`config.mk`:
```
export PLATFORM = sky130hd
export DESIGN_NAME = acc_alu
export DESIGN_NICKNAME = d
export VERILOG_FILES = /design/src/rtl/acc_alu_pkg.sv /design/src/rtl/acc_alu_addsub.sv /design/src/rtl/acc_alu_logic.sv /design/src/rtl/acc_alu_flags.sv /design/src/rtl/acc_alu.sv
export SDC_FILE = /design/constraint.sdc
export NUM_CORES = 1
export LEC_CHECK = 0
export BUFFER_PORTS_ARGS = -buffer_cell sky130_fd_sc_hd__clkbuf_2
export CAP_MARGIN = 0
export CORE_MARGIN = 1
export CORE_UTILIZATION = 35
export DETAILED_ROUTE_END_ITERATION = 6
export GPL_TIMING_DRIVEN = 1
export PLACE_DENSITY = 0.55
export SYNTH_ARGS = -nofsm -noshare
export SYNTH_HDL_FRONTEND = slang
export SYNTH_SLANG_ARGS = --single-unit
```
`constraint.sdc`:
```
create_clock -name clk -period 5.3 [get_ports clk]
set_input_delay 1.06 -clock clk [delete_from_list [all_inputs] [get_ports clk]]
set_output_delay 1.06 -clock clk [all_outputs]
set_load 0.05 [all_outputs]
```
`src/rtl/acc_alu_pkg.sv`:
```
// Package: shared widths and operation codes for the accumulator ALU.
// Assumes an 8-bit datapath split into two 4-bit halves for digit carry.
package acc_alu_pkg;

    localparam int ALU_DW  = 8;
    localparam int ALU_LOW = 4;
    localparam int ALU_OPW = 4;

    typedef enum logic [ALU_OPW-1:0] {
        OP_MOV  = 4'h0,
        OP_ADD  = 4'h1,
        OP_SUB  = 4'h2,
        OP_AND  = 4'h3,
        OP_IOR  = 4'h4,
        OP_XOR  = 4'h5,
        OP_INC  = 4'h6,
        OP_DEC  = 4'h7,
        OP_COM  = 4'h8,
        OP_CLR  = 4'h9,
        OP_RLC  = 4'hA,
        OP_RRC  = 4'hB,
        OP_LDST = 4'hC
    } alu_op_e;

endpackage

```
`src/rtl/acc_alu_addsub.sv`:
```
// Module: split adder/subtractor. Computes a+b or a-b (as a + ~b + 1),
// with the carry out of the low part and of the full word.
// Assumes 0 < LOW < DW. In subtract mode a carry out means no borrow.
module acc_alu_addsub #(
    parameter int DW  = 8,
    parameter int LOW = 4
) (
    input  logic [DW-1:0] a_i,
    input  logic [DW-1:0] b_i,
    input  logic          sub_i,
    output logic [DW-1:0] sum_o,
    output logic          cout_o,
    output logic          hcout_o
);
    localparam int HIW = DW - LOW;

    logic [DW-1:0] b_eff;
    logic [LOW:0]  lo_sum;
    logic [HIW:0]  hi_sum;

    // Invert the right operand for subtraction.
    always_comb b_eff = sub_i ? ~b_i : b_i;

    // Low part, seeded with the subtract carry-in.
    always_comb lo_sum = {1'b0, a_i[LOW-1:0]} + {1'b0, b_eff[LOW-1:0]}
                       + {{LOW{1'b0}}, sub_i};

    // High part, chained from the low part's carry.
    always_comb hi_sum = {1'b0, a_i[DW-1:LOW]} + {1'b0, b_eff[DW-1:LOW]}
                       + {{HIW{1'b0}}, lo_sum[LOW]};

    // Assemble result and carries.
    always_comb begin
        sum_o   = {hi_sum[HIW-1:0], lo_sum[LOW-1:0]};
        cout_o  = hi_sum[HIW];
        hcout_o = lo_sum[LOW];
    end
endmodule

```
`src/rtl/acc_alu_logic.sv`:
```
// Module: non-arithmetic results: move, bitwise functions, complement,
// clear and the two rotates through carry.
// Assumes the caller ignores cout_o for anything but a rotate.
module acc_alu_logic
    import acc_alu_pkg::*;
#(
    parameter int DW = 8
) (
    input  logic [ALU_OPW-1:0] op_i,
    input  logic [DW-1:0]      w_i,
    input  logic [DW-1:0]      b_i,
    input  logic               cin_i,
    output logic [DW-1:0]      res_o,
    output logic               cout_o
);
    // Pick the result and shifted-out bit for the requested operation.
    always_comb begin
        res_o  = b_i;
        cout_o = cin_i;
        case (op_i)
            OP_AND: res_o = w_i & b_i;
            OP_IOR: res_o = w_i | b_i;
            OP_XOR: res_o = w_i ^ b_i;
            OP_COM: res_o = ~b_i;
            OP_CLR: res_o = '0;
            OP_RLC: begin
                res_o  = {b_i[DW-2:0], cin_i};
                cout_o = b_i[DW-1];
            end
            OP_RRC: begin
                res_o  = {cin_i, b_i[DW-1:1]};
                cout_o = b_i[0];
            end
            default: res_o = b_i;
        endcase
    end
endmodule

```
`src/rtl/acc_alu_flags.sv`:
```
// Module: status register holding carry, digit carry and zero.
// Assumes a synchronous active-low reset that clears DC and Z only. C has
// no reset value and holds through reset.
module acc_alu_flags (
    input  logic       clk,
    input  logic       rst_n,
    input  logic       ce_i,
    input  logic       ld_all_i,
    input  logic [2:0] ld_val_i,
    input  logic       upd_c_i,
    input  logic       c_i,
    input  logic       upd_dc_i,
    input  logic       dc_i,
    input  logic       upd_z_i,
    input  logic       z_i,
    output logic       c_q,
    output logic       dc_q,
    output logic       z_q
);
    // Carry: updated only outside reset, never initialised.
    always_ff @(posedge clk) begin
        if (rst_n && ce_i) begin
            if (ld_all_i)     c_q <= ld_val_i[0];
            else if (upd_c_i) c_q <= c_i;
        end
    end

    // Digit carry: cleared by reset, otherwise loaded on request.
    always_ff @(posedge clk) begin
        if (!rst_n)        dc_q <= 1'b0;
        else if (ce_i) begin
            if (ld_all_i)      dc_q <= ld_val_i[1];
            else if (upd_dc_i) dc_q <= dc_i;
        end
    end

    // Zero: cleared by reset, otherwise loaded on request.
    always_ff @(posedge clk) begin
        if (!rst_n)        z_q <= 1'b0;
        else if (ce_i) begin
            if (ld_all_i)     z_q <= ld_val_i[2];
            else if (upd_z_i) z_q <= z_i;
        end
    end

    // a disabled cycle freezes all flags.
    a_r9_flags_frozen: assert property (@(posedge clk) disable iff (!rst_n)
        !ce_i |=> ($stable(dc_q) && $stable(z_q) && $stable(c_q)));

    // a status load lands all three bits.
    a_r8_status_load: assert property (@(posedge clk) disable iff (!rst_n)
        (ce_i && ld_all_i) |=> ({z_q, dc_q, c_q} == $past(ld_val_i)));
endmodule

```
`src/rtl/acc_alu.sv`:
```
// Module: accumulator ALU top. Selects operand B, decodes the opcode, runs
// the shared adder or the logic unit, steers the result to W or the file
// port, and updates the status flags.
// Assumes file_wdata/file_we are captured by the data store on the same
// clock edge; the write port is combinational from the inputs and W.
module acc_alu
    import acc_alu_pkg::*;
#(
    parameter int DW  = ALU_DW,
    parameter int LOW = ALU_LOW
) (
    input  logic               clk,
    input  logic               rst_n,
    input  logic               ce,
    input  logic [ALU_OPW-1:0] op,
    input  logic               use_lit,
    input  logic [DW-1:0]      lit,
    input  logic [DW-1:0]      file_rdata,
    input  logic               dest,
    output logic [DW-1:0]      file_wdata,
    output logic               file_we,
    output logic [DW-1:0]      w_q,
    output logic               stat_c,
    output logic               stat_dc,
    output logic               stat_z
);
    localparam logic [DW-1:0] ONE = {{(DW-1){1'b0}}, 1'b1};

    logic [DW-1:0] opnd;
    logic [DW-1:0] add_b, add_res, log_res, result;
    logic          add_cout, add_hcout, log_cout;
    logic          use_add, do_sub, use_one, wr_res;
    logic          upd_c, upd_dc, upd_z, ld_stat;

    // Operand B from the literal or the data store.
    always_comb opnd = use_lit ? lit : file_rdata;

    // Opcode decode into datapath and flag controls.
    always_comb begin
        use_add = 1'b0;
        do_sub  = 1'b0;
        use_one = 1'b0;
        wr_res  = 1'b1;
        upd_c   = 1'b0;
        upd_dc  = 1'b0;
        upd_z   = 1'b0;
        ld_stat = 1'b0;
        case (op)
            OP_ADD: begin use_add = 1'b1; upd_c = 1'b1; upd_dc = 1'b1; upd_z = 1'b1; end
            OP_SUB: begin use_add = 1'b1; do_sub = 1'b1; upd_c = 1'b1; upd_dc = 1'b1; upd_z = 1'b1; end
            OP_INC: begin use_add = 1'b1; use_one = 1'b1; upd_z = 1'b1; end
            OP_DEC: begin use_add = 1'b1; use_one = 1'b1; do_sub = 1'b1; upd_z = 1'b1; end
            OP_MOV, OP_AND, OP_IOR, OP_XOR, OP_COM, OP_CLR: upd_z = 1'b1;
            OP_RLC, OP_RRC: upd_c = 1'b1;
            OP_LDST: begin wr_res = 1'b0; ld_stat = 1'b1; end
            default: wr_res = 1'b0;
        endcase
    end

    // Right adder input: W, or one for increment/decrement.
    always_comb add_b = use_one ? ONE : w_q;

    acc_alu_addsub #(.DW(DW), .LOW(LOW)) u_addsub (
        .a_i     (opnd),
        .b_i     (add_b),
        .sub_i   (do_sub),
        .sum_o   (add_res),
        .cout_o  (add_cout),
        .hcout_o (add_hcout)
    );

    acc_alu_logic #(.DW(DW)) u_logic (
        .op_i   (op),
        .w_i    (w_q),
        .b_i    (opnd),
        .cin_i  (stat_c),
        .res_o  (log_res),
        .cout_o (log_cout)
    );

    // Final result select.
    always_comb result = use_add ? add_res : log_res;

    // File write port driven in the execute cycle.
    always_comb begin
        file_wdata = result;
        file_we    = ce && wr_res && dest;
    end

    // Working register: cleared by reset, loaded when dest selects W.
    always_ff @(posedge clk) begin
        if (!rst_n)                  w_q <= '0;
        else if (ce && wr_res && !dest) w_q <= result;
    end

    acc_alu_flags u_flags (
        .clk      (clk),
        .rst_n    (rst_n),
        .ce_i     (ce),
        .ld_all_i (ld_stat),
        .ld_val_i (opnd[2:0]),
        .upd_c_i  (upd_c),
        .c_i      (use_add ? add_cout : log_cout),
        .upd_dc_i (upd_dc),
        .dc_i     (add_hcout),
        .upd_z_i  (upd_z),
        .z_i      (result == '0),
        .c_q      (stat_c),
        .dc_q     (stat_dc),
        .z_q      (stat_z)
    );

    // a file write leaves W alone.
    a_r2_file_keeps_w: assert property (@(posedge clk) disable iff (!rst_n)
        file_we |=> $stable(w_q));

    // addition into W is modulo 2^DW.
    a_r3_add_into_w: assert property (@(posedge clk) disable iff (!rst_n)
        (ce && op == OP_ADD && !dest) |=> (w_q == DW'($past(w_q) + $past(opnd))));

    // subtract carry is the inverse of borrow.
    a_r4_sub_carry: assert property (@(posedge clk) disable iff (!rst_n)
        (ce && op == OP_SUB) |=> (stat_c == ($past(opnd) >= $past(w_q))));

    // a bitwise result in W agrees with the zero flag.
    a_r5_zero_matches_w: assert property (@(posedge clk) disable iff (!rst_n)
        (ce && op == OP_AND && !dest) |=> (stat_z == (w_q == '0)));

    // non-arithmetic operations keep C and DC.
    a_r6_keep_carries: assert property (@(posedge clk) disable iff (!rst_n)
        (ce && (op inside {OP_MOV, OP_AND, OP_IOR, OP_XOR, OP_INC, OP_DEC, OP_COM, OP_CLR}))
        |=> ($stable(stat_c) && $stable(stat_dc)));

    // left rotate shifts the top bit into carry.
    a_r7_rlc_carry: assert property (@(posedge clk) disable iff (!rst_n)
        (ce && op == OP_RLC) |=> (stat_c == $past(opnd[DW-1])));

    // status load writes neither W nor file.
    a_r8_ldst_no_write: assert property (@(posedge clk) disable iff (!rst_n)
        (ce && op == OP_LDST) |=> $stable(w_q));

    // no strobe without enable.
    a_r9_no_strobe_idle: assert property (@(posedge clk) disable iff (!rst_n)
        !ce |-> !file_we);
endmodule

```
==> metrics.md, run 1 <==
| Metric | Value |
|---|---|
| Status | complete, no violations |
| Top_reg_cell synth | dfxtp_1 |
| Layout net count | 386 |
| Vias in the first global route | between 2000 and 2500 |
| Drt via density | roughly 6.0 |
| Max clock buf depth | 2 |
| CP top delay family | adder cells |
| Unrepaired setup endpoints after global routing | no |
| Largest cells by area after synthesis | ha_1 13%, dfxtp_1 9.1%, o21ai_0 5.5% |
| Final min period | between 5 and 6 ns |
| Count of final hold-check violations | 0 |
| Worst-skew pair later-pin latency | between 0.2 and 0.25 ns |
| PwrDens | around 190 nW/µm² |
| Final HPWL DP | 5.73 mm |
| Core area | ~6000 µm² |
| CP max FO | 4 |
| GR Overflow Total | 0 |
| Worst clock skew | roughly 0.0026 ns |
| DRC Markers | 0 |
| CTS tree | done |
| Critical path class | in -> out |
| CP Launch Type | input pin |
| Final period util | between 90% and 100% |
| EDFF count, synth | 1 |
| Largest family of logic cells by synthesized area | compound AO/OA/AOI/OAI gates |
| Buf/Inv on CP | 4 |
| Max Cap Viol | 0 |
| Compound-cell area share of the yosys netlist | 32.5% |
| IO Port Bufs | between 40 and 50 |
| RD Place Congestion | approximately 0.9 |
| Finished Layout Cells | 410 |
| F_max | ~200 MHz |
| CP dominant cell by count | fa_1 |
| Die W | a little over 80 µm |
| Worst EP arrival | just over 4 ns |
| Worst min-delay path category | reg -> reg |
| Mux cell area share after synthesis | about 8% |
| Slowest cell on crit path | fa_1 |
| Post-synth ARST share | 0% |
| Drt total wl | around 7.4 mm |
| Crit. End Element | primary output |
| PostCTS Resize Cnt | 0 |
| Area fraction of the dominant cell type after synthesis | between 10 and 15% |
| CTS root buf | clkbuf_8 |
| Initial antenna violation count | 0 |
| Worst EP required | roughly 4.2 ns |
| Final std cell area, no fill | 2610 µm² |
| Post-DR wirelength/cell | between 15 and 20 µm |
| XOR/XNOR Fraction of Synth Area | 1.20% |
| Rows | 28 |
| Count of state elements after synthesis | 11 |
| Dpl cell area | between 2000 and 3000 µm² |
| IO Pins | between 40 and 50 |
| Placed insts | ~410 |
| Number of detailed-route iterations in the first pass | 5 |
| Cts hold-fix bufs | 0 |
| Max_slew headroom | 45.1% |
| Post-Syn Area per Cell | 7.46 µm² |
| Total track usage | between 20% and 30% |
| Crit-path max cell delay | 0.40 ns |
| Syn. warnings | 0 |
| Max VDD drop | 0.194 mV |
| DIE AREA | about 6600 µm² |
| Die H | between 80 and 90 µm |
| Antenna Nets Post-Route | 0 |
| CTS buffer count | 3 |
| Postcts setup bufs | 0 |
| DR iter-0 viols | 270 |
| TNS Setup | 0 ns |
| Distinct cell type count after synthesis | 64 |
| Syn_nets | 344 |
| Final Slew Violations | 0 |
| Final setup fails | 0 |
| Starting Density | between 30% and 40% |
| Fraction of layout cells with a size suffix above 1 | around a quarter |
| Vias | 2454 |
| Reg clk slew, reported paths | approximately 0.050 ns |
| Slew @ Worst Pin | 0.800 ns |
| Synth Area in Simple Gates | 22.4% |
| Area leader, netlist | ha_1 |
| Cells after Synth | approximately 300 |
| Syn Std Cell Area | between 2000 and 2500 µm² |
| Area delta synth->final | 19.1% |
| H-tree depth | 1 |
| N_diodes | 0 |
| CP Cell Sequence | clkbuf_2, mux2_2, clkinv_1, o32ai_1, a21o_1, fa_1, a21o_1, a21oi_2, fa_1, inv_1, fa_1, xor2_1, nor2_1, a211oi_4, buf_12 |
| Synth Area in Adders | about 16% |
| Leakage | 1.19 nW |
| Sequential element share of the synthesized area | a little over a tenth |
| Largest net degree at the start of global routing | 33 |
| Sink Count | 11 |
| First-pass GRT wire length | ~12 mm |
## layout make-up
type / count / area [µm²]
Inverter: 25 / 98.8
Timing Repair Buffer: 58 / 370
Fill cell: 615 / 3380
Tap cell: 75 / 93.8
Sequential cell: 11 / 230
Multi-Input combinational cell: 237 / 1770
Clock buffer: 4 / 45.0
## metrics by stage
stage	setup WS (ns)	power, mW	utilization (%)	hold slack [ns]
finish	0.197	0.492	43.6	0.470
global route	0.00680	0.524	43.6	0.479
CTS	0.195	0.492	43.6	0.471
detailed placement	0.201	0.406	42.8	0.465
global placement	0.270	0.406	42.8	0.452
floorplan	0.000408	0.312	-	0.672
## registers in the layout (all words and copies together), names as in the netlist
name	count
w_q	8
u_flags.c_q	1
u_flags.dc_q	1
u_flags.z_q	1
## cells by family (layout without fill, tap and decap cells)
| family | Yosys count | after routing |
|---|---|---|
| flops | 11 | 11 |
| xor+xnor | 3 | 3 |
| fa+ha+maj | 26 | 26 |
| compound gates | 100 | 100 |
| buf+inv | 46 | 87 |
| simple gates | 92 | 92 |
| mux | 16 | 16 |
## cell usage in the layout, fill, tap and decap left out, types with 5 or more instances in the layout
master and count:
a22o_1 8, o21ai_0 24, a211oi_1 5, a221oi_1 5, clkbuf_2 41, dfxtp_1 10
mux2i_1 11, nand3_1 10, ha_1 22, nand2_1 25, nor2b_1 13, nor3_1 5
o211a_1 5, buf_4 14, inv_1 21, a21oi_1 13, nor2_1 15
## where the power goes
part	internal, mW	switching, mW
Clock	0.0528	0.0316
Sequential	0.0891	0.00911
Combinational	0.115	0.194
Total	0.257	0.235
## synthesized netlist by cell type (all sizes together) (5+ instances only)
cell	number
nand3	10
a211oi	6
nor2	15
nor2b	13
inv	22
o21ai	25
ha	22
mux2i	14
nor3	5
clkbuf	6
a221oi	5
o211a	5
buf	15
nor3b	5
dfxtp	10
a22o	8
a21oi	14
nand2	26
## path summary, 6_finish.rpt
| kind | start | end | slack (ns) | depth (start not counted) |
|---|---|---|---|---|
| setup / recovery | use_lit | file_wdata[6] | 0.20 | 15 |
| hold / removal | u_flags.dc_q$_SDFFE_PN0P_ | u_flags.dc_q$_SDFFE_PN0P_ | 0.47 | 2 |
| setup reg to reg | w_q[0]$_SDFFE_PN0P_ | u_flags.z_q$_SDFFE_PN0P_ | 1.67 | 13 |
| hold reg to reg | u_flags.dc_q$_SDFFE_PN0P_ | u_flags.dc_q$_SDFFE_PN0P_ | 0.47 | 2 |
## worst min-delay path, delay by kind of cell (launching register included)
family          cells  cell delay [ns]
compound gates      1             0.06
flops               1             0.31
simple gates        1             0.05
## routing by layer
metal | up-vias | track usage, % | routed length, µm
met2 | 107 | 39.9 | 3510
met3 | 6 | 3.82 | 483
met4 | 0 | 3.57 | 97
met1 | 1172 | 31.7 | 3280
li1 | 1169 | - | -
met5 | - | 0 | 0
(Power assumes the default switching activity.)
==> run 2, diff against run 1 <==
--- a/config.mk
+++ b/config.mk
@@ -5,13 +5,15 @@
 export SDC_FILE = /design/constraint.sdc
 export NUM_CORES = 1
 export LEC_CHECK = 0
+export ABC_CLOCK_PERIOD_IN_PS = 5300
 export BUFFER_PORTS_ARGS = -buffer_cell sky130_fd_sc_hd__clkbuf_2
 export CAP_MARGIN = 0
 export CORE_MARGIN = 1
-export CORE_UTILIZATION = 35
+export CORE_UTILIZATION = 56
 export DETAILED_ROUTE_END_ITERATION = 6
 export GPL_TIMING_DRIVEN = 1
-export PLACE_DENSITY = 0.55
+export PLACE_DENSITY = 0.81
+export RECOVER_POWER = 50
 export SYNTH_ARGS = -nofsm -noshare
 export SYNTH_HDL_FRONTEND = slang
 export SYNTH_SLANG_ARGS = --single-unit
==> run 2 against run 1 <==
  * Die area decreased by 37%
  * Via count grew 1.9%
  * Flip-flop and latch count stayed put
  * Critical endpoint unchanged
  * Largest power group unchanged
==> metrics.md, run 2 (same netlist as run 1, synthesis figures left out) <==
| Metric | Value |
|---|---|
| Status | complete, no violations |
| CP max FO | 4 (unchanged) |
| Drt via density | 6.53 (+9.1%) |
| Final period util | 95.7% (-0.55 points) |
| CP Launch Type | input pin |
| Worst clock skew | 0.00516 ns (+0.00254 ns) |
| Fraction of layout cells with a size suffix above 1 | 20.3% (-3.6 points) |
| Reg2reg end | u_flags.c_q$_DFFE_PP_ |
| GR Overflow Total | 0 (unchanged) |
| Worst slack, placed | 0.224 ns (+0.0237 ns) |
| Slowest cell on crit path | fa_1 |
| Final std cell area, no fill | 2560 µm² (-2.0%) |
| Max Cap Viol | 0 (unchanged) |
| Final Slew Violations | 0 (unchanged) |
| Reg clk slew, reported paths | 0.06 ns (about the same) |
| Final min period | 5.07 ns (-0.0289 ns) |
| DR iter-0 viols | 247 (-8.5%) |
| Filler cells | 336 (-45%) |
| Vias in the first global route | 2230 (+4.7%) |
| PwrDens | 193 nW/µm² (+2.5%) |
| F_max | 197 MHz (+0.57%) |
| Number of detailed-route iterations in the first pass | 5 (unchanged) |
| H-tree depth | 1 (unchanged) |
| Commonest non-fill, non-tap cell in the layout | clkbuf_2 |
| Number of flip-flops in the largest register | 8 (unchanged) |
| DRC Markers | 0 (unchanged) |
| Stages on worst setup path | 15 (unchanged) |
| Layout net count | 386 (unchanged) |
| Area delta synth->final | 16.7% |
| Crit-path max cell delay | 0.39 ns (about the same) |
| Worst EP required | 4.24 ns (about the same) |
| Starting Density | 59.0% (+22 points) |
| Critical Path Source | use_lit |
| Most frequent cells in the layout | 30 x clkbuf_2, 25 x nand2_1, 24 x o21ai_0 |
| CTS tree | done |
| Slack of the worst reg-to-reg path | 1.57 ns (-0.10 ns) |
| Slew @ Worst Pin | 0.823 ns (+0.0235 ns) |
| N_diodes | 0 (unchanged) |
| RD Place Congestion | 0.998 (+9.6%) |
| CTS root buf | clkbuf_8 |
| Max_slew headroom | 45.1% (about the same) |
| Antenna Nets Post-Route | 0 (unchanged) |
| Final HPWL DP | 5.35 mm (-6.6%) |
| Crit. End Element | primary output |
| Design Power | 494 µW (+0.44%) |
| Sink Count | 11 (unchanged) |
| Drt total wl | 7.13 mm (-3.4%) |
| Worst min-delay path category | reg -> reg |
| Leakage | 1.15 nW (-3.4%) |
| Largest Register | w_q |
| CTS buffer count | 3 (unchanged) |
| Initial antenna violation count | 0 (unchanged) |
| Largest net degree at the start of global routing | 32 (-3.0%) |
| Worst r2r src | w_q[0]$_SDFFE_PN0P_ |
| Buf/Inv on CP | 4 (unchanged) |
| Die H | 64.6 µm (-20%) |
| Count of final hold-check violations | 0 (unchanged) |
| Worst-skew pair later-pin latency | 0.25 ns (about the same) |
| IO Pins | 45 (unchanged) |
| Dpl cell area | 2530 µm² (-1.3%) |
| CP top delay family | adder cells |
| Cts hold-fix bufs | 0 (unchanged) |
| Worst EP arrival | 4.01 ns (-0.03 ns) |
| CP Cell Sequence | clkbuf_2, mux2_2, clkinv_1, o32ai_1, a21o_1, fa_1, a21o_1, a21oi_2, fa_1, inv_1, fa_1, xor2_1, nor2_1, a211oi_4, buf_12 |
| Worst setup endpoint | file_wdata[6] |
| Max VDD drop | 0.153 mV (-21%) |
| First-pass GRT wire length | 11.2 mm (-3.9%) |
| TNS Setup | 0 ns (unchanged) |
| Critical path class | in -> out |
| Post-DR wirelength/cell | 18.6 µm (+3.5%) |
| Max clock buf depth | 2 (unchanged) |
| Core area | 3720 µm² (-38%) |
| DIE AREA | 4170 µm² (-37%) |
| CP dominant cell by count | fa_1 |
| Unrepaired setup endpoints after global routing | no |
| Vias | 2501 (+1.9%) |
| Finished Layout Cells | 383 (-6.6%) |
| Worst r2r path cells | 14 (+1) |
| Final setup fails | 0 (unchanged) |
| Placed insts | 379 (-6.7%) |
| Rows | 22 (-21%) |
| PostCTS Resize Cnt | 0 (unchanged) |
| Postcts setup bufs | 0 (unchanged) |
| Die W | 64.6 µm (-20%) |
| IO Port Bufs | 44 (unchanged) |
| Total track usage | 35.0% (+11 points) |
| Worst setup margin | 0.226 ns (+0.0289 ns) |
run 2: cell types whose count changed in the layout (fill, tap and decap cells not counted), sizes merged:
cell / before / now
clkbuf: 45 / 46
buf: 17 / 16
run 2: metrics by stage:
stage / hold slack, ns / util [%]
2_1_floorplan: 0.672 / -
3_3_place_gp: 0.451 / 68.1
3_5_place_dp: 0.519 / 68.1
4_1_cts: 0.525 / 69.3
5_1_grt: 0.558 / 68.9
6_report: 0.530 / 68.9
run 2: power breakdown:
group	leakage [nW]	internal, mW	switching [mW]	total, mW
Clock	0.0228	0.0532	0.0369	0.0901
Sequential	0.0907	0.0890	0.00814	0.0971
Combinational	1.04	0.113	0.194	0.307
Total	1.15	0.255	0.239	0.494
run 2: layer usage:
metal / up-vias / global-route usage (%) / routed length, µm / part of all wire (%)
li1: 1162 / - / - / -
met1: 1145 / 44.4 / 2830 / 40
met2: 163 / 58.9 / 3320 / 47
met3: 31 / 3.87 / 711 / 10
met4: 0 / 16.1 / 261 / 3.7
met5: - / 0 / 0 / 0
run 2: worst min-delay path: stages, from the launching register on:
cell,delay [ns]
dfxtp_1,0.33
nand2_1,0.05
a21boi_0,0.09
run 2: worst min path at each step:
stage / from / end / slack (ns) / depth (start not counted)
final: u_flags.dc_q$_SDFFE_PN0P_ / u_flags.dc_q$_SDFFE_PN0P_ / 0.53 / 2
after global routing: u_flags.dc_q$_SDFFE_PN0P_ / u_flags.dc_q$_SDFFE_PN0P_ / 0.56 / 2
after CTS: u_flags.dc_q$_SDFFE_PN0P_ / u_flags.dc_q$_SDFFE_PN0P_ / 0.52 / 2
after detailed placement: u_flags.dc_q$_SDFFE_PN0P_ / u_flags.dc_q$_SDFFE_PN0P_ / 0.52 / 2
after global placement: u_flags.dc_q$_SDFFE_PN0P_ / u_flags.dc_q$_SDFFE_PN0P_ / 0.45 / 2
after floorplan: u_flags.dc_q$_SDFFE_PN0P_ / u_flags.dc_q$_SDFFE_PN0P_ / 0.67 / 2
run 2: area by class of cell:
type,instances,area [µm²],share of cell area [%]
Multi-Input combinational cell,237,1770,69.2
Clock buffer,4,45.0,1.76
Tap cell,48,60.1,2.35
Sequential cell,11,230,9.00
Inverter,25,98.8,3.86
Timing Repair Buffer,58,353,13.8
==> run 3, diff against run 2 <==
--- a/config.mk
+++ b/config.mk
@@ -5,7 +5,7 @@
 export SDC_FILE = /design/constraint.sdc
 export NUM_CORES = 1
 export LEC_CHECK = 0
-export ABC_CLOCK_PERIOD_IN_PS = 5300
+export ABC_CLOCK_PERIOD_IN_PS = 4700
 export BUFFER_PORTS_ARGS = -buffer_cell sky130_fd_sc_hd__clkbuf_2
 export CAP_MARGIN = 0
 export CORE_MARGIN = 1
==> constraint.sdc (replaced) <==
create_clock -name clk -period 4.7 [get_ports clk]
set_input_delay 0.94 -clock clk [delete_from_list [all_inputs] [get_ports clk]]
set_output_delay 0.94 -clock clk [all_outputs]
set_load 0.05 [all_outputs]
==> run 3 against run 2 <==
  * Hold slack got worse by 0.037 ns
  * Utilization up 4.8 points
  * Global-route usage down 0.69 points
  * Sequential share of layout area down 0.59 points
  * Largest power group unchanged
  * Critical path depth is the same
  * Register-to-register slack lost 0.46 ns
==> metrics.md, run 3 (same netlist as run 1, synthesis figures left out) <==
| Metric | Value |
|---|---|
| Total track usage | 34.3% (-0.69 points) |
| CTS tree | done |
| Worst r2r path cells | 14 (unchanged) |
| CP Launch Type | input pin |
| CP dominant cell by count | fa_2 |
| Final Slew Violations | 0 (unchanged) |
| RD Place Congestion | 0.977 (-2.1%) |
| Number of flip-flops in the largest register | 8 (unchanged) |
| Dpl cell area | 2660 µm² (+5.1%) |
| Worst-skew pair later-pin latency | 0.24 ns (about the same) |
| Leakage | 1.25 nW (+8.6%) |
| Starting Density | 59.0% (unchanged) |
| Worst Hold End | u_flags.dc_q$_SDFFE_PN0P_ |
| Slew @ Worst Pin | 0.815 ns (-0.00863 ns) |
| Number of detailed-route iterations in the first pass | 5 (unchanged) |
| DR iter-0 viols | 211 (-15%) |
| Max clock buf depth | 2 (unchanged) |
| Hold Crit Start | u_flags.dc_q$_SDFFE_PN0P_ |
| Core area | 3720 µm² (unchanged) |
| Post-DR wirelength/cell | 17.4 µm (-6.4%) |
| Max Cap Viol | 0 (unchanged) |
| Crit-path max cell delay | 0.36 ns (-0.03 ns) |
| Largest net degree at the start of global routing | 30 (-6.3%) |
| Rows | 22 (unchanged) |
| Die H | 64.6 µm (unchanged) |
| PwrDens | 212 nW/µm² (+9.5%) |
| Final period util | 99.9% |
| F_max | about 210 MHz |
| Max VDD drop | 0.190 mV (+24%) |
| Area delta synth->final | 24.9% |
| DIE AREA | 4170 µm² (unchanged) |
| Finished Layout Cells | 400 (+4.4%) |
| Fraction of layout cells with a size suffix above 1 | 27.3% (+7.0 points) |
| CTS buffer count | 3 (unchanged) |
| Hold Path Depth | 2 (unchanged) |
| Largest Register | w_q |
| Antenna Nets Post-Route | 0 (unchanged) |
| Buf/Inv on CP | 4 (unchanged) |
| Worst EP required | 3.76 ns (-0.48 ns) |
| Unrepaired setup endpoints after global routing | yes |
| Drt total wl | 6.97 mm (-2.2%) |
| Final min period | 4.70 ns |
| Most frequent cells in the layout | 30 x clkbuf_2, 30 x buf_4, 25 x nand2_1 |
| Slack of the worst reg-to-reg path | 1.11 ns (-0.46 ns) |
| Reg clk slew, reported paths | 0.05 ns (about the same) |
| Initial antenna violation count | 0 (unchanged) |
| GR Overflow Total | 0 (unchanged) |
| IO Port Bufs | 44 (unchanged) |
| Placed insts | 394 (+4.0%) |
| Final HPWL DP | 5.36 mm (+0.28%) |
| Drt via density | 6.42 (-1.7%) |
| Cts hold-fix bufs | 0 (unchanged) |
| Crit. End Element | primary output |
| DRC Markers | 0 (unchanged) |
| First-pass GRT wire length | 11.0 mm (-1.3%) |
| Status | complete, no violations |
| Layout net count | 403 (+4.4%) |
| Critical path class | in -> out |
| CTS root buf | clkbuf_8 |
| Worst hold slack | 0.493 ns (-0.0369 ns) |
| TNS Setup | 0 ns (unchanged) |
| CP top delay family | adder cells |
| Slowest cell on crit path | fa_2 |
| Vias | 2567 (+2.6%) |
| Sink Count | 11 (unchanged) |
| Worst r2r src | w_q[0]$_SDFFE_PN0P_ |
| Count of final hold-check violations | 0 (unchanged) |
| H-tree depth | 1 (unchanged) |
| IO Pins | 45 (unchanged) |
| CP max FO | 4 (unchanged) |
| Die W | 64.6 µm (unchanged) |
| N_diodes | 0 (unchanged) |
| Final std cell area, no fill | 2740 µm² (+7.0%) |
| Filler cells | 301 (-10%) |
| Reg2reg end | u_flags.z_q$_SDFFE_PN0P_ |
| Max_slew headroom | 45.5% (+0.37 points) |
| Worst EP arrival | 3.76 ns (-0.25 ns) |
| Utilization after layout | 73.7% (+4.8 points) |
| CP Cell Sequence | clkbuf_2, mux2_4, clkinv_2, o32ai_2, a21o_1, fa_2, a21o_1, a21oi_4, fa_2, inv_2, fa_2, xor2_2, nor2_2, a211oi_4, buf_12 |
| Worst clock skew | 0.00138 ns (-0.00378 ns) |
| Final setup fails | 0 (unchanged) |
| Vias in the first global route | 2358 (+5.7%) |
| Worst min-delay path category | reg -> reg |
-- run 3: changes by cell type in the layout (fill, tap and decap cells not counted), sizes merged --
| cell | before | now |
|---|---|---|
| clkinv | 3 | 4 |
| clkbuf | 46 | 45 |
| buf | 16 | 33 |
-- run 3: worst max-delay path by stage --
stage	from	endpoint	slack [ns]	cells past startpoint
finish	use_lit	file_wdata[6]	0.003	15
global route	use_lit	file_wdata[6]	-0.12	15
global placement	use_lit	file_wdata[6]	-0.06	15
CTS	use_lit	file_wdata[6]	-0.006	15
floorplan	op[0]	file_wdata[6]	-0.19	16
detailed placement	use_lit	file_wdata[6]	-0.14	15
-- run 3: layout make-up --
class / instances / area (µm²) / share of cell area (%)
clock buffers: 3 / 41.3 / 1.51
multi-input cells: 237 / 1820 / 66.4
flip-flops and latches: 11 / 230 / 8.41
clock inverters: 1 / 5.00 / 0.183
inverters: 25 / 100 / 3.66
repair buffers: 75 / 484 / 17.7
well taps: 48 / 60.1 / 2.19
-- run 3: routing by layer --
metal	track usage (%)	part of all wire (%)	vias up	wire length (µm)
met5	0	0	-	0
li1	-	-	1205	-
met2	58.9	48	145	3330
met3	6.69	8.3	19	576
met1	42.0	41	1198	2840
met4	12.8	3.1	0	216
-- run 3: power by group --
| group | switching (mW) | internal (mW) |
|---|---|---|
| Clock | 0.0362 | 0.0583 |
| Combinational | 0.226 | 0.149 |
| Sequential | 0.00947 | 0.100 |
-- run 3: worst min-delay path, stage by stage, from the launching register on --
cell,delay [ns]
dfxtp_1,0.32
nand2_1,0.05
a21boi_0,0.07
-- run 3: timing repair --
action | in CTS | in global routing
pin swaps | 6 | 5
setup endpoints to repair | 2 | 2
gates resized for setup | 3 | 3
buffers inserted | 1 | 1
-- run 3: through the flow --
| stage | setup slack, ns | power, mW |
|---|---|---|
| global route | -0.125 | 0.615 |
| finish | 0.00281 | 0.579 |
| CTS | -0.00634 | 0.571 |
| global placement | -0.0555 | 0.464 |
| detailed placement | -0.142 | 0.470 |
| floorplan | -0.189 | 0.361 |
